==> src/rtl/pm_pkg.sv <==
`timescale 1ns/1ps
package pm_pkg;

   typedef enum logic [2:0] {
      PM_BACKUP = 3'd0,
      PM_WAIT   = 3'd1,
      PM_RUN    = 3'd2,
      PM_IDLE   = 3'd3,
      PM_STOP   = 3'd4
   } pm_state_e;

   // Divide multiplier n for the instruction clock select.
   function automatic int unsigned div_mult(input logic [1:0] sel);
      case (sel)
         2'd0:    return 1;
         2'd1:    return 2;
         2'd2:    return 8;
         default: return 16;
      endcase
   endfunction

endpackage

==> src/rtl/pm_glitch_filter.sv <==
`timescale 1ns/1ps
module pm_glitch_filter #(
   parameter int unsigned CYCLES = 2,
   parameter bit          INIT   = 1'b0
) (
   input  logic clk,
   input  logic rst_n,
   input  logic din,
   output logic dout
);

   generate
      if (CYCLES < 1) begin : g_bad
         $error("pm_glitch_filter: CYCLES must be at least 1");
      end

      if (CYCLES == 1) begin : g_direct
         always_ff @(posedge clk or negedge rst_n) begin
            if (!rst_n) dout <= INIT;
            else        dout <= din;
         end
      end else begin : g_count
         localparam int unsigned CW = $clog2(CYCLES);
         logic [CW-1:0] run_q;
         always_ff @(posedge clk or negedge rst_n) begin
            if (!rst_n) begin
               dout  <= INIT;
               run_q <= '0;
            end else if (din == dout) begin
               run_q <= '0;
            end else if (run_q == CW'(CYCLES - 1)) begin
               dout  <= din;
               run_q <= '0;
            end else begin
               run_q <= run_q + 1'b1;
            end
         end
      end
   endgenerate

   // Output may only move after the input disagreed with it.
   assert_filter_hold_R6: assert property (@(posedge clk) disable iff (!rst_n)
      (din == dout) |=> $stable(dout));

endmodule

==> src/rtl/pm_stab_timer.sv <==
`timescale 1ns/1ps
module pm_stab_timer #(
   parameter int unsigned CNT_W = 16
) (
   input  logic       clk,
   input  logic       rst_n,
   input  logic       en,
   input  logic [4:0] lim_log2,
   output logic       term
);

   generate
      if (CNT_W < 1 || CNT_W > 30) begin : g_bad
         $error("pm_stab_timer: CNT_W out of range");
      end
   endgenerate

   logic [CNT_W-1:0] cnt_q;
   logic [CNT_W:0]   last_v;

   always_comb begin
      last_v = ((CNT_W+1)'(1) << lim_log2) - (CNT_W+1)'(1);
      term   = en && (cnt_q == last_v[CNT_W-1:0]);
   end

   always_ff @(posedge clk or negedge rst_n) begin
      if (!rst_n)   cnt_q <= '0;
      else if (!en) cnt_q <= '0;
      else          cnt_q <= cnt_q + 1'b1;
   end

   assert_cnt_bound_R11: assert property (@(posedge clk) disable iff (!rst_n)
      en |-> (cnt_q <= last_v[CNT_W-1:0]));

endmodule

==> src/rtl/pm_instr_div.sv <==
`timescale 1ns/1ps
module pm_instr_div
   import pm_pkg::*;
#(
   parameter int unsigned BASE = 6
) (
   input  logic       clk,
   input  logic       rst_n,
   input  logic       run,
   input  logic [1:0] sel,
   output logic       tick
);

   localparam int unsigned DW = $clog2(BASE * 16);

   generate
      if (BASE < 2) begin : g_bad
         $error("pm_instr_div: BASE must be at least 2");
      end
   endgenerate

   logic [DW-1:0] cnt_q;
   logic [DW-1:0] top_v;

   always_comb begin
      top_v = DW'(BASE * div_mult(sel) - 1);
      tick  = run && (cnt_q >= top_v);
   end

   always_ff @(posedge clk or negedge rst_n) begin
      if (!rst_n)              cnt_q <= '0;
      else if (!run)           cnt_q <= '0;
      else if (cnt_q >= top_v) cnt_q <= '0;
      else                     cnt_q <= cnt_q + 1'b1;
   end

   assert_tick_spacing_R10: assert property (@(posedge clk) disable iff (!rst_n)
      tick |=> !tick);

endmodule

==> src/rtl/pm_stop_wake_ctrl.sv <==
`timescale 1ns/1ps
module pm_stop_wake_ctrl
   import pm_pkg::*;
#(
   parameter int unsigned NUM_INT       = 12,
   parameter int unsigned INT_FILT      = 2,
   parameter int unsigned RST_FILT      = 8,
   parameter int unsigned RST_WAIT_LOG2 = 16,
   parameter int unsigned WAIT_LOG2_0   = 8,
   parameter int unsigned WAIT_LOG2_1   = 11,
   parameter int unsigned WAIT_LOG2_2   = 13,
   parameter int unsigned WAIT_LOG2_3   = 16,
   parameter int unsigned DIV_BASE      = 6
) (
   input  logic               clk,
   input  logic               por_n,
   input  logic               reset_pin_n,
   input  logic               lvd_low,
   input  logic               stop_req,
   input  logic               idle_req,
   input  logic [NUM_INT-1:0] ext_int,
   input  logic [1:0]         int_wait_sel,
   input  logic [1:0]         clk_div_sel,
   output logic               osc_en,
   output logic               cpu_clk_en,
   output logic               cpu_run,
   output logic               backup,
   output logic               instr_en
);

   localparam int unsigned MAX_A    = (WAIT_LOG2_0 > WAIT_LOG2_1) ? WAIT_LOG2_0 : WAIT_LOG2_1;
   localparam int unsigned MAX_B    = (WAIT_LOG2_2 > WAIT_LOG2_3) ? WAIT_LOG2_2 : WAIT_LOG2_3;
   localparam int unsigned MAX_C    = (MAX_A > MAX_B) ? MAX_A : MAX_B;
   localparam int unsigned MAX_LOG2 = (MAX_C > RST_WAIT_LOG2) ? MAX_C : RST_WAIT_LOG2;

   generate
      if (NUM_INT < 1) begin : g_bad_int
         $error("pm_stop_wake_ctrl: NUM_INT must be at least 1");
      end
      if (MAX_LOG2 > 24 || WAIT_LOG2_0 < 1 || RST_WAIT_LOG2 < 1) begin : g_bad_wait
         $error("pm_stop_wake_ctrl: wait exponents out of range");
      end
   endgenerate

   // ---------------- input filters ----------------
   logic               rst_f;
   logic [NUM_INT-1:0] int_f;
   logic               int_any;

   pm_glitch_filter #(.CYCLES(RST_FILT), .INIT(1'b0)) u_rst_filt (
      .clk  (clk),
      .rst_n(por_n),
      .din  (reset_pin_n),
      .dout (rst_f)
   );

   generate
      for (genvar i = 0; i < NUM_INT; i++) begin : g_int_filt
         pm_glitch_filter #(.CYCLES(INT_FILT), .INIT(1'b0)) u_filt (
            .clk  (clk),
            .rst_n(por_n),
            .din  (ext_int[i]),
            .dout (int_f[i])
         );
      end
   endgenerate

   assign int_any = |int_f;

   // ---------------- mode state machine ----------------
   pm_state_e  state_q, state_d;
   logic [4:0] wlog_q, wlog_d, int_log2;
   logic       wait_term;

   always_comb begin
      case (int_wait_sel)
         2'd0:    int_log2 = 5'(WAIT_LOG2_0);
         2'd1:    int_log2 = 5'(WAIT_LOG2_1);
         2'd2:    int_log2 = 5'(WAIT_LOG2_2);
         default: int_log2 = 5'(WAIT_LOG2_3);
      endcase
   end

   always_comb begin
      state_d = state_q;
      wlog_d  = 5'(RST_WAIT_LOG2);
      if (!rst_f || lvd_low) begin
         state_d = PM_BACKUP;
      end else begin
         case (state_q)
            PM_BACKUP: state_d = PM_WAIT;
            PM_WAIT:   if (wait_term) state_d = PM_RUN;
            PM_RUN: begin
               if (stop_req)      state_d = PM_STOP;
               else if (idle_req) state_d = PM_IDLE;
            end
            PM_IDLE:   if (int_any) state_d = PM_RUN;
            PM_STOP: begin
               if (int_any) begin
                  state_d = PM_WAIT;
                  wlog_d  = int_log2;
               end
            end
            default:   state_d = PM_BACKUP;
         endcase
      end
   end

   always_ff @(posedge clk or negedge por_n) begin
      if (!por_n) begin
         state_q <= PM_BACKUP;
         wlog_q  <= 5'(RST_WAIT_LOG2);
      end else begin
         state_q <= state_d;
         if (state_d == PM_WAIT && state_q != PM_WAIT) wlog_q <= wlog_d;
      end
   end

   pm_stab_timer #(.CNT_W(MAX_LOG2)) u_timer (
      .clk     (clk),
      .rst_n   (por_n),
      .en      (state_q == PM_WAIT),
      .lim_log2(wlog_q),
      .term    (wait_term)
   );

   // ---------------- outputs ----------------
   assign backup     = (state_q == PM_BACKUP);
   assign osc_en     = (state_q == PM_WAIT) || (state_q == PM_RUN) || (state_q == PM_IDLE);
   assign cpu_clk_en = (state_q == PM_RUN);
   assign cpu_run    = (state_q == PM_RUN) || (state_q == PM_IDLE);

   pm_instr_div #(.BASE(DIV_BASE)) u_div (
      .clk  (clk),
      .rst_n(por_n),
      .run  (cpu_clk_en),
      .sel  (clk_div_sel),
      .tick (instr_en)
   );

   // ---------------- assertions ----------------
   assert_lvd_backup_R4: assert property (@(posedge clk) disable iff (!por_n)
      lvd_low |=> backup);

   assert_stop_osc_off_R5: assert property (@(posedge clk) disable iff (!por_n)
      (state_q == PM_RUN && stop_req && rst_f && !lvd_low) |=> (!osc_en && !cpu_clk_en));

   assert_idle_no_wait_R8: assert property (@(posedge clk) disable iff (!por_n)
      (state_q == PM_IDLE && int_any && rst_f && !lvd_low) |=> cpu_clk_en);

   assert_reset_wins_R9: assert property (@(posedge clk) disable iff (!por_n)
      (!rst_f && int_any) |=> backup);

   assert_run_after_wait_R11: assert property (@(posedge clk) disable iff (!por_n)
      $rose(cpu_run) |-> ($past(state_q) == PM_WAIT && $past(wait_term)));

   assert_instr_in_run_R10: assert property (@(posedge clk) disable iff (!por_n)
      instr_en |-> osc_en);

endmodule

==> config.mk <==
export PLATFORM = sky130hd
export DESIGN_NAME = pm_stop_wake_ctrl
export DESIGN_NICKNAME = d
export VERILOG_FILES = /design/src/rtl/pm_pkg.sv /design/src/rtl/pm_glitch_filter.sv /design/src/rtl/pm_stab_timer.sv /design/src/rtl/pm_instr_div.sv /design/src/rtl/pm_stop_wake_ctrl.sv
export SDC_FILE = /design/constraint.sdc
export NUM_CORES = 1
export LEC_CHECK = 0
export ABC_AREA = 1
export BUFFER_PORTS_ARGS = -buffer_cell sky130_fd_sc_hd__buf_2
export CORE_AREA = 4 4 104 106
export DETAILED_ROUTE_END_ITERATION = 7
export DIE_AREA = 0 0 108 110
export GPL_TIMING_DRIVEN = 0
export PLACE_DENSITY = 0.6
export SYNTH_ARGS = -nofsm -noshare
export SYNTH_HDL_FRONTEND = slang
export SYNTH_SLANG_ARGS = --single-unit
==> constraint.sdc <==
create_clock -name clk -period 6.8 [get_ports clk]
set_input_delay 0.68 -clock clk [delete_from_list [all_inputs] [get_ports clk]]
set_output_delay 0.68 -clock clk [all_outputs]
set_load 0.005 [all_outputs]
* After elaboration in Yosys (flattened, before gate mapping)
Cells that the tools add are included.
Cells by class: add/subtract/negate cells 17, $mul 1, $lt $le $gt $ge 1, equal/unequal tests 25, shifts and indexed selects 1, mux-type cells 41, bitwise operators 13, reduce and logical (&&, ||, !) cells 25
Operator list (number):
- case mux 5 bit (3 select lines) | 2
- AND reduction 2 bit | 13
- 2-to-1 mux 1 bit | 24
- 2-to-1 mux 3 bit | 8
- adder 16 x 1 -> 16 bit, second input constant | 1
- == test 16 bit | 1
- 2-to-1 mux 16 bit | 1
- << shifter 1 x 5 -> 16 bit, first input constant | 1
- subtractor 16 x 2 -> 16 bit, second input constant | 1
- 2-to-1 mux 5 bit | 3
- case mux 3 bit (5 select lines) | 1
- 2-to-1 mux 7 bit | 2
- == test 1 bit | 13
- NOT 1 bit | 13
- adder 1 bit, second input constant | 12
- OR reduction 12 bit | 1
- adder 7 x 1 -> 7 bit, second input constant | 1
- >= comparator 7 bit | 1
- subtractor 7 x 1 -> 7 bit, second input constant | 1
- == test 3 x 1 -> 1 bit, second input constant | 2
- == test 3 x 2 -> 1 bit, second input constant | 2
- == test 3 bit, second input constant | 2
- multiplier 2 x 5 -> 6 bit, first input constant | 1
- == test 2 x 1 -> 1 bit, second input constant | 2
- other kinds (8) | 15
Word-level totals: bits in registers 59, bits of input ports 22

* Longest topological paths before layout
depth in word-level cells 9, gate-level depth with buffers 21, gate-level depth less buffers 19

* Hierarchy
A second synthesis with hierarchy kept.
Unflattened totals: cells, all modules 522, area, all modules 3671.0 sq um
Modules (own cells, without submodules):
- pm_stab_timer | instances 1, cells each 225, area an instance 1368.8 sq um, seq. area each 400.4 sq um
- pm_glitch_filter (g_int_filt[0].u_filt ...) | instances 12, cells each 10, area an instance 82.6 sq um, seq. area each 50.0 sq um
- pm_stop_wake_ctrl | instances 1, cells each 86, area an instance 611.8 sq um, seq. area each 201.4 sq um
- pm_instr_div | instances 1, cells each 72, area an instance 521.8 sq um, seq. area each 175.2 sq um
- pm_glitch_filter (u_rst_filt) | instances 1, cells each 19, area an instance 177.7 sq um, seq. area each 100.1 sq um

* Least setup slack after synthesis
OpenSTA, ideal clock, no wires.
path type input port to output port, start input clk_div_sel[0], end output instr_en, arrival time 1702 ps, required time 6120 ps, setup slack 4418 ps, stages 7, path through inv_1 nor2_1 ha_1 a21oi_1 a21oi_1 a2111oi_0 nor2_1
On the way: word-level cells in the longest chain between the ends 6
Ends and longest elaborated chain:
- start, declared | RTL line pm_stop_wake_ctrl.sv:23 | input logic [1:0] clk_div_sel,
- == test 2 bit (tied with other cells) | RTL line pm_pkg.sv:14 | case (sel)
- case mux 5 bit (3 select lines) (*) | RTL line pm_pkg.sv:14
- multiplier 2 x 5 -> 6 bit (*) | RTL line pm_instr_div.sv:26 | top_v = DW'(BASE * div_mult(sel) - 1);
- subtractor 7 x 1 -> 7 bit (*) | RTL line pm_instr_div.sv:26
- >= comparator 7 bit (*) | RTL line pm_instr_div.sv:27 | tick = run && (cnt_q >= top_v);
- logical AND 1 bit (*) | RTL line pm_instr_div.sv:27
- end, declared | RTL line pm_stop_wake_ctrl.sv:28 | output logic instr_en
Mark *: on every way between the ends. The rest lies on a longest branch, timed or not.

* Worst setup path in the final report
Same ends and word-level chain as after synthesis.

==> flow_summary.yaml <==
timing:
  fin_crit_sh_pct: 41.8
  skew_ns: 0.00960
  worst_pin_slew_ns: 0.730
  period_needed_ns: 2.84
  slew_viol_final: 0
  tns_ns: 0
  whs_ns: 0.417
  max_freq_mhz: 352
  rsz0062_at_grt: "no"
  hold_viol_final: 0
  slew_headroom_pct: 51.4
  setup_viol: 0
die:
  dieArea_um2: 11900
  die_y_um: 110
  core_region_area_um2: 9770
  die_w_um: 108
  io_pins: 27
  initial_core_util_pct: 34.5
  rows: 36
clock_tree:
  clk-insertion-delay-late_ns: 0.33
  clk_pin_slew_ns: 0.07
  clockBufferDepth: 2
  cts_tree: "built"
  htree_levels: 3
  hold_buffers: 0
  cts_setup_buffers: 0
  cts_resized: 0
  cts_buffers: 9
  root_buffer: "clkbuf_8"
  cts_sinks: 59
final_layout:
  nets: 490
  n_antenna_cell: 0
  final_common_cell: "nand2_1"
  fin_cells: 592
  fillerInstances: 1003
  drive_gt1_share_pct: 14.8
  stdcell_area_um2: 3860
  area_growth_pct: 14.5
  mostFrequentLayoutCells: "nand2_1 (83), nor2_1 (61), dfrtp_1 (58)"
placement:
  numPortBuffers: 26
  place_congestion: 0.863
  dp_cells: 576
  postPlaceCellArea_um2: 3670
  dpl.hpwl_um: 5140
worst_setup_path:
  slowest_delay_ns: 0.47
  path_cells: "buf_2, inv_1, nor2_1, ha_1, a21oi_1, a21oi_1, a2111oi_0, nor2_1, buf_2"
  crit_family: "compound AO/OA/AOI/OAI gates"
  reg2reg_to: "wlog_q[4]"
  r2r_cells: 18
  critPathBufInv: 3
  cp_max_fo: 3
  slowest_stage: "a2111oi_0"
  worstPathRequired_ns: 6.12
  path_class: "in -> out"
  crit_path_end_kind: "primary output"
  cp.arrival_ns: 2.16
  startpoint_type: "primary input"
  worst-r2r-setup-slack_ns: 4.28
  rr_startpoint: "wlog_q[1]"
grt:
  grt_usage_pct: 12.4
  grtUsageMet1_pct: 15.3
  use_met2_pct: 20.4
  grt_pass1_wl_um: 12000
  grt.busiest_layer: "met2"
  grt_start_max_net_pins: 60
  overflow: 0
  grt_pass1_vias: 2730
  antenna_found_initial: 0
  grt_use_met3_pct: 4.31
power:
  internal_power_mw: 0.781
  seqPwrFrac_pct: 43.7
  pwr_density_cell_nw_per_um2: 305
  p_sw_mw: 0.396
  p_clk_share_pct: 26.2
  vdd_drop_max_mv: 0.166
  p_sw_share_pct: 33.6
  leakage_nw: 1.84
  p_comb_share_pct: 30.1
logic_synthesis:
  synth_seq_cells: 59
  netlist_area_um2: 3370
  synth_cell_types: 37
  synth_top_area_share_pct: 43.0
  yosysTopAreaCell: "dfrtp_1"
  synth.yosys.seq_area_share_pct: 43.8
  syn_nets: 453
  ys_top_cells_by_area: "dfrtp_1 (43%), nand2_1 (9.2%), nor2_1 (6.8%), inv_1 (5.5%), xnor2_1 (5.5%)"
  netlist_instances: 417
  synth_warnings: 0
  syn_area_per_cell_um2: 8.09
routing:
  dr.first_iter.drc_count: 135
  vias: 2760
  wl_um: 6620
  vias_per_cell: 4.66
  wl_per_cell_um: 11.2
  ant_nets: 0
  first_pass_iters: 5
  drc: 0
run:
  maxCapViolCount: 0
outcome:
  status: "finished clean"
worst_hold_path:
  hold_class: "in -> async"
## worst max path at each step
stage | from | end | slack [ns] | cells past startpoint
3_3_place_gp | clk_div_sel[0] | instr_en | 4.05 | 9
2_1_floorplan | clk_div_sel[0] | instr_en | 4.42 | 7
3_5_place_dp | clk_div_sel[0] | instr_en | 3.99 | 9
4_1_cts | clk_div_sel[0] | instr_en | 3.98 | 9
5_1_grt | clk_div_sel[1] | instr_en | 3.73 | 8
6_report | clk_div_sel[0] | instr_en | 3.96 | 9
## sequential cells by signal (all words and copies together) (netlist names)
name / count
u_div.cnt_q: 7
u_timer.cnt_q: 16
wlog_q: 5
g_int_filt.u_filt.g_count.run_q: 12
state_q: 3
g_int_filt.u_filt.dout: 12
u_rst_filt.dout: 1
u_rst_filt.g_count.run_q: 3
## synthesized netlist by cell type, drive strengths merged
master / n
nand2: 87
nor4: 2
o211ai: 1
dfstp: 1
clkbuf: 2
mux2: 6
o21a: 1
o21ai: 19
nor3: 10
nor2: 66
ha: 14
dfrtp: 58
a21oi: 19
a2111oi: 1
buf: 3
a31oi: 3
nand4: 11
o211a: 1
xnor2: 21
or2: 1
xor2: 6
inv: 52
nor3b: 1
nand3: 30
o22ai: 1
## per-layer routing
metal  up-vias  wire length [um]
met4         0               131
met1      1273              3030
met2        48              3150
met5         -                 0
met3        14               311
li1       1425                 -
## kinds of logic after synthesis
logic type / count (synthesis) / share of synthesized area, %
simple gates: 208 / 27.9
flops: 59 / 43.8
buf+inv: 57 / 6.68
compound gates: 46 / 7.38
xor+xnor: 27 / 7.01
fa+ha+maj: 14 / 5.19
mux: 6 / 2.00
## area by class of cell
class	instances	area [um2]	area share, %
Multi-Input combinational cell	301	1670	43.2
Clock inverter	3	40.0	1.04
Timing Repair Buffer	26	133	3.44
Sequential cell	59	1480	38.3
Buffer	5	30.0	0.778
Tap cell	133	166	4.31
Clock buffer	13	149	3.86
Inverter	52	195	5.06
## through the flow
stage / total power, mW / util [%] / worst slack, ns
finish: 1.18 / 39.5 / 3.96
global route: 1.28 / 39.5 / 3.73
CTS: 1.19 / 39.5 / 3.98
detailed placement: 0.880 / 37.5 / 3.99
global placement: 0.864 / 37.5 / 4.05
floorplan: 0.791 / - / 4.42
## power by group through the flow
| stage | clock, mW | sequential [mW] | combinational, mW |
|---|---|---|---|
| after detailed placement | 0 | 0.522 | 0.358 |
| after CTS | 0.318 | 0.516 | 0.359 |
| after global routing | 0.335 | 0.529 | 0.411 |
| after global placement | 0 | 0.516 | 0.348 |
| after floorplan | 0 | 0.503 | 0.288 |
| final | 0.308 | 0.514 | 0.354 |
No activity file was read; power rests on OpenSTA's default activity.
